==> config.mk <==
export PLATFORM = sky130hd
export DESIGN_NAME = seg_addr_gen
export DESIGN_NICKNAME = d
export VERILOG_FILES = /design/src/rtl/seg_pkg.sv /design/src/rtl/seg_bank.sv /design/src/rtl/seg_select.sv /design/src/rtl/seg_adder.sv /design/src/rtl/seg_addr_gen.sv
export SDC_FILE = /design/constraint.sdc
export NUM_CORES = 1
export LEC_CHECK = 0
export BUFFER_PORTS_ARGS = -buffer_cell sky130_fd_sc_hd__buf_2
export CORE_MARGIN = 3
export CORE_UTILIZATION = 57
export CTS_BUF_LIST = sky130_fd_sc_hd__clkbuf_4 sky130_fd_sc_hd__clkbuf_8 sky130_fd_sc_hd__clkbuf_16
export DETAILED_ROUTE_END_ITERATION = 8
export PLACE_DENSITY = 0.79
export SYNTH_ARGS = -nofsm -noshare
export SYNTH_HDL_FRONTEND = slang
export SYNTH_SLANG_ARGS = --single-unit
==> constraint.sdc <==
create_clock -name clk -period 4.3 [get_ports clk]
set_clock_uncertainty 0.15 [all_clocks]
set_input_delay 1.29 -clock clk [delete_from_list [all_inputs] [get_ports clk]]
set_output_delay 1.29 -clock clk [all_outputs]
set_load 0.05 [all_outputs]
==> src/rtl/seg_pkg.sv <==
package seg_pkg;

  typedef enum logic [1:0] {
    KIND_FETCH  = 2'd0,
    KIND_DATA   = 2'd1,
    KIND_STACK  = 2'd2,
    KIND_STRDST = 2'd3
  } acc_kind_e;

  localparam int SEG_COUNT  = 6;
  localparam int SEG_SEL_W  = 3;

  localparam logic [SEG_SEL_W-1:0] SEG_CODE  = 3'd0;
  localparam logic [SEG_SEL_W-1:0] SEG_DATA  = 3'd1;
  localparam logic [SEG_SEL_W-1:0] SEG_STACK = 3'd2;
  localparam logic [SEG_SEL_W-1:0] SEG_EXTRA = 3'd3;

endpackage

==> src/rtl/seg_bank.sv <==
module seg_bank #(
  parameter int NUM   = 6,
  parameter int SEL_W = 3,
  parameter int W     = 20
) (
  input  logic             clk,
  input  logic             rst_n,
  input  logic             wr_en,
  input  logic [SEL_W-1:0] wr_sel,
  input  logic [W-1:0]     wr_data,
  input  logic [SEL_W-1:0] rd_sel,
  output logic [W-1:0]     rd_base
);

  logic [W-1:0] bases [NUM];

  for (genvar g = 0; g < NUM; g++) begin : g_reg
    logic [W-1:0] q;
    always_ff @(posedge clk or negedge rst_n) begin
      if (!rst_n) begin
        q <= '0;
      end else if (wr_en && (wr_sel == SEL_W'(g))) begin
        q <= wr_data;
      end
    end
    assign bases[g] = q;
  end

  always_comb begin
    rd_base = '0;
    for (int i = 0; i < NUM; i++) begin
      if (rd_sel == SEL_W'(i)) rd_base = bases[i];
    end
  end

endmodule

==> src/rtl/seg_select.sv <==
module seg_select
  import seg_pkg::*;
#(
  parameter int OFS_W = 16
) (
  input  acc_kind_e            kind,
  input  logic                 ovr_valid,
  input  logic [SEG_SEL_W-1:0] ovr_sel,
  input  logic [OFS_W-1:0]     ip,
  input  logic [OFS_W-1:0]     field,
  input  logic [OFS_W-1:0]     sp,
  input  logic [OFS_W-1:0]     di,
  output logic [SEG_SEL_W-1:0] seg_idx,
  output logic [OFS_W-1:0]     ofs
);

  logic ovr_legal;
  assign ovr_legal = ovr_valid && (int'(ovr_sel) < SEG_COUNT);

  always_comb begin
    unique case (kind)
      KIND_FETCH: begin
        seg_idx = SEG_CODE;
        ofs     = ip;
      end
      KIND_DATA: begin
        seg_idx = ovr_legal ? ovr_sel : SEG_DATA;
        ofs     = field;
      end
      KIND_STACK: begin
        seg_idx = SEG_STACK;
        ofs     = sp;
      end
      default: begin
        seg_idx = SEG_EXTRA;
        ofs     = di;
      end
    endcase
  end

endmodule

==> src/rtl/seg_adder.sv <==
module seg_adder #(
  parameter int BASE_W = 20,
  parameter int OFS_W  = 16,
  parameter int ADDR_W = 20
) (
  input  logic [BASE_W-1:0] base,
  input  logic [OFS_W-1:0]  ofs,
  output logic [ADDR_W-1:0] sum
);

  logic [ADDR_W-1:0] base_ext;
  logic [ADDR_W-1:0] ofs_ext;

  assign base_ext = ADDR_W'(base);
  assign ofs_ext  = ADDR_W'(ofs);
  assign sum      = base_ext + ofs_ext;

endmodule

==> src/rtl/seg_addr_gen.sv <==
module seg_addr_gen
  import seg_pkg::*;
#(
  parameter int ADDR_W = 20,
  parameter int OFS_W  = 16
) (
  input  logic                 clk,
  input  logic                 rst_n,
  input  logic                 wr_en,
  input  logic [SEG_SEL_W-1:0] wr_sel,
  input  logic [ADDR_W-1:0]    wr_base,
  input  logic                 req_valid,
  output logic                 req_ready,
  input  logic [1:0]           req_kind,
  input  logic                 req_ovr_valid,
  input  logic [SEG_SEL_W-1:0] req_ovr_sel,
  input  logic [OFS_W-1:0]     req_ip,
  input  logic [OFS_W-1:0]     req_field,
  input  logic [OFS_W-1:0]     req_sp,
  input  logic [OFS_W-1:0]     req_di,
  output logic                 out_valid,
  input  logic                 out_ready,
  output logic [ADDR_W-1:0]    out_addr
);

  logic [SEG_SEL_W-1:0] seg_idx;
  logic [OFS_W-1:0]     ofs;
  logic [ADDR_W-1:0]    base;
  logic [ADDR_W-1:0]    phys;
  logic                 accept;
  logic                 valid_q;
  logic [ADDR_W-1:0]    addr_q;

  seg_bank #(.NUM(SEG_COUNT), .SEL_W(SEG_SEL_W), .W(ADDR_W)) u_bank (
    .clk     (clk),
    .rst_n   (rst_n),
    .wr_en   (wr_en),
    .wr_sel  (wr_sel),
    .wr_data (wr_base),
    .rd_sel  (seg_idx),
    .rd_base (base)
  );

  seg_select #(.OFS_W(OFS_W)) u_sel (
    .kind      (acc_kind_e'(req_kind)),
    .ovr_valid (req_ovr_valid),
    .ovr_sel   (req_ovr_sel),
    .ip        (req_ip),
    .field     (req_field),
    .sp        (req_sp),
    .di        (req_di),
    .seg_idx   (seg_idx),
    .ofs       (ofs)
  );

  seg_adder #(.BASE_W(ADDR_W), .OFS_W(OFS_W), .ADDR_W(ADDR_W)) u_add (
    .base (base),
    .ofs  (ofs),
    .sum  (phys)
  );

  assign req_ready = !valid_q || out_ready;
  assign accept    = req_valid && req_ready;

  always_ff @(posedge clk or negedge rst_n) begin
    if (!rst_n) begin
      valid_q <= 1'b0;
      addr_q  <= '0;
    end else if (accept) begin
      valid_q <= 1'b1;
      addr_q  <= phys;
    end else if (out_ready) begin
      valid_q <= 1'b0;
    end
  end

  assign out_valid = valid_q;
  assign out_addr  = addr_q;

endmodule

==> results.toml <==
[synthesis]
synth-seq-cells = 141
ys.flop_type = "dfrtp_1"
synth_seq_area_share_pct = 49.0
netlist_area_um2 = 7210
syn-num-nets = 679
synth_cells = 564
yosysWarnings = 0
avgSynthCellArea_um2 = 12.8
synth_edf_count = 0
async_flop_share_pct = 100
synth.distinct_cells = 59

[timing]
max_slew_margin_pct = 33.6
finalHoldViolCount = 0
slew_viol_final = 0
worst_pin_slew_ns = 0.994
fin_crit_ns = 4.18
tns_ns = 0
timing.fmax_ghz = 0.239
setup_violations = 0
finalCritPeriodShare_pct = 97.3
rsz0062_at_grt = "yes"

[drt]
vias = 5802
drc = 0
wl_per_cell_um = 21.5
firstDrtPassIters = 8
vias_per_cell = 6.20
drt_wl_total_mm = 20.1
drt-initial-drc-count = 484
ant_nets = 0

[floorplan]
start_util_pct = 59.2
core-area_um2 = 12200
rows = 40
chipHeight_um = 118
dieArea_um2 = 14000
io_pins = 120
die_x_um = 118

[status]
outcome = "complete, no violations"

[layout]
final_core_util_pct = 76.6
fin_nets = 871
antenna_cells = 0
area_growth_pct = 29.3
drive_gt1_share_pct = 54.8

[global_routing]
grt_overflow_total = 0
grt_max_degree = 70
antenna_found_initial = 0
grt_usage_pct = 28.7
grt_pass1_vias = 6095
grt_pass1_wl_mm = 31.6

[clocking]
clk_path_buf_depth = 2
htreeDepth = 4
cts_buffers = 17
cts_tree = "built"
root_buffer = "clkbuf_16"
clk_latency_ns = 0.42
clock-sinks = 141
clk_pin_slew_ns = 0.06

[worst_setup_path]
crit_fanout = 5
cp-start-kind = "input port"
critPathKind = "input port to flip-flop"
cp.arrival_ns = 4.33
end_kind = "flip-flop"
required_ns = 4.45
r2r_slack_ns = 1.02

[placement]
hpwlAfterDp_mm = 13.6
gp_congestion = 0.892
port_buffers = 119

[pwr]
max-vdd-ir-drop_mv = 0.274
pwr_density_cell_nw_per_um2 = 519
power.leakage_nw = 4.24

[min_path]
hold_class = "flip-flop to flip-flop"

[job]
drv_cap = 0
Yosys cell counts (all sizes together) (4+ instances only):
library cell | count | area share (%)
dfrtp | 141 | 49
mux2 | 138 | 22
nand2 | 46 | 2.4
o21ai | 24 | 1.7
clkbuf | 23 | 1.2
a22oi | 17 | 1.8
a222oi | 16 | 2.2
ha | 16 | 2.8
mux4 | 16 | 5.0
a21oi | 11 | 0.82
buf | 9 | 0.73
xor2 | 8 | 0.97
nand2b | 7 | 0.61
xnor2 | 7 | 0.85
a31oi | 6 | 0.52
inv | 6 | 0.31
nand3 | 6 | 0.42
or2 | 6 | 0.52
nor2 | 5 | 0.26
o21a | 5 | 0.52
nor3 | 4 | 0.28
metrics by stage:
stage               hold WS [ns]  power (W)  std cells  instance area, um2  setup slack, ns
floorplan                  0.322    0.00282        564                7300          -0.0740
global placement           0.307    0.00325        901                8610           -0.247
detailed placement         0.313    0.00333        901                8610           -0.317
CTS                        0.327    0.00478        932                9200           0.0830
global route               0.352    0.00505        936                9310          0.00308
finish                     0.328    0.00483        936                9310            0.116
cell usage in the layout (no fill, tap or decap), drive strengths merged, types with 4 or more instances in the layout:
cell type,n
buf,205
dfrtp,141
mux2,138
nand2,46
o21ai,24
clkbuf,21
a22oi,17
a222oi,16
mux4,16
ha,16
a21oi,11
xor2,8
xnor2,7
nand2b,7
inv,6
nand3,6
a31oi,6
or2,6
clkinv,6
nor2,5
o21a,5
nor3,4
worst max-delay path, cell delays in order:
cell and delay (ns):
buf_2 0.14, or3b_1 0.40, a31oi_4 0.25, buf_2 0.24, buf_4 0.14, buf_4 0.14, a22oi_1 0.07, nand2_1 0.17
ha_4 0.23, a21oi_2 0.13, nor2b_1 0.07, or2_2 0.31, nor3_2 0.13, buf_4 0.16, a21o_1 0.13, nor4_1 0.05
o31ai_1 0.27
path summary, 6_finish.rpt:
kind / depth (start not counted) / endpoint / startpoint
min: 2 / out_addr[7] / out_addr[7]
min reg2reg: 2 / out_addr[7] / out_addr[7]
max reg2reg: 12 / out_addr[12] / u_bank.g_reg[4].q[0]
max: 17 / out_addr[19] / req_ovr_sel[0]
min in group asynchronous: 1 / out_addr[1] / rst_n
max in group asynchronous: 2 / u_bank.g_reg[1].q[10] / rst_n
area by class of cell:
cell class,instances,area [um2]
inverter,6,22.5
tap,168,210
sequential,141,3530
multi-input combinational,385,3660
clock inverter,10,116
timing repair buffer,205,1310
fill,714,2850
clock buffer,21,468
where the power goes:
part	internal, W	leakage [nW]	switching [W]	total [W]
clock	0.000892	0.286	0.000543	0.00144
sequential	0.00166	1.70	0.000187	0.00184
combinational	0.000688	2.26	0.000864	0.00155
total	0.00324	4.24	0.00159	0.00483
layer usage:
layer  vias to the layer above  track usage [%]  share of wire (%)
met2                       289             48.6                 50
met4                         0             10.1                2.5
met3                        58             6.65                7.3
met1                      2930             36.3                 40
li1                       2525                -                  -
met5                         -                0                  0
cell families (layout without fill, tap and decap cells):
group,after synthesis,count (layout),synth area share [%]
buffers and inverters,38,242,2.24
AO/OA/AOI/OAI,109,109,11.1
XOR/XNOR,15,15,1.82
adder cells (fa/ha/maj),17,17,3.06
multiplexers,154,154,26.6
AND/OR/NAND/NOR,90,90,6.25
flip-flops,141,141,49.0
registers in the layout, summed over array words and instances, names as in the netlist:
signal and cells:
u_bank.g.q 120, out_valid 1, out_addr 20
timing repair:
| item | 4_1_cts | 5_1_grt |
|---|---|---|
| buffers inserted | 0 | 3 |
| setup endpoints to repair | 0 | 8 |
| resized for setup | 0 | 20 |
| hold buffers | 0 | 0 |
(Power assumes the default switching activity.)
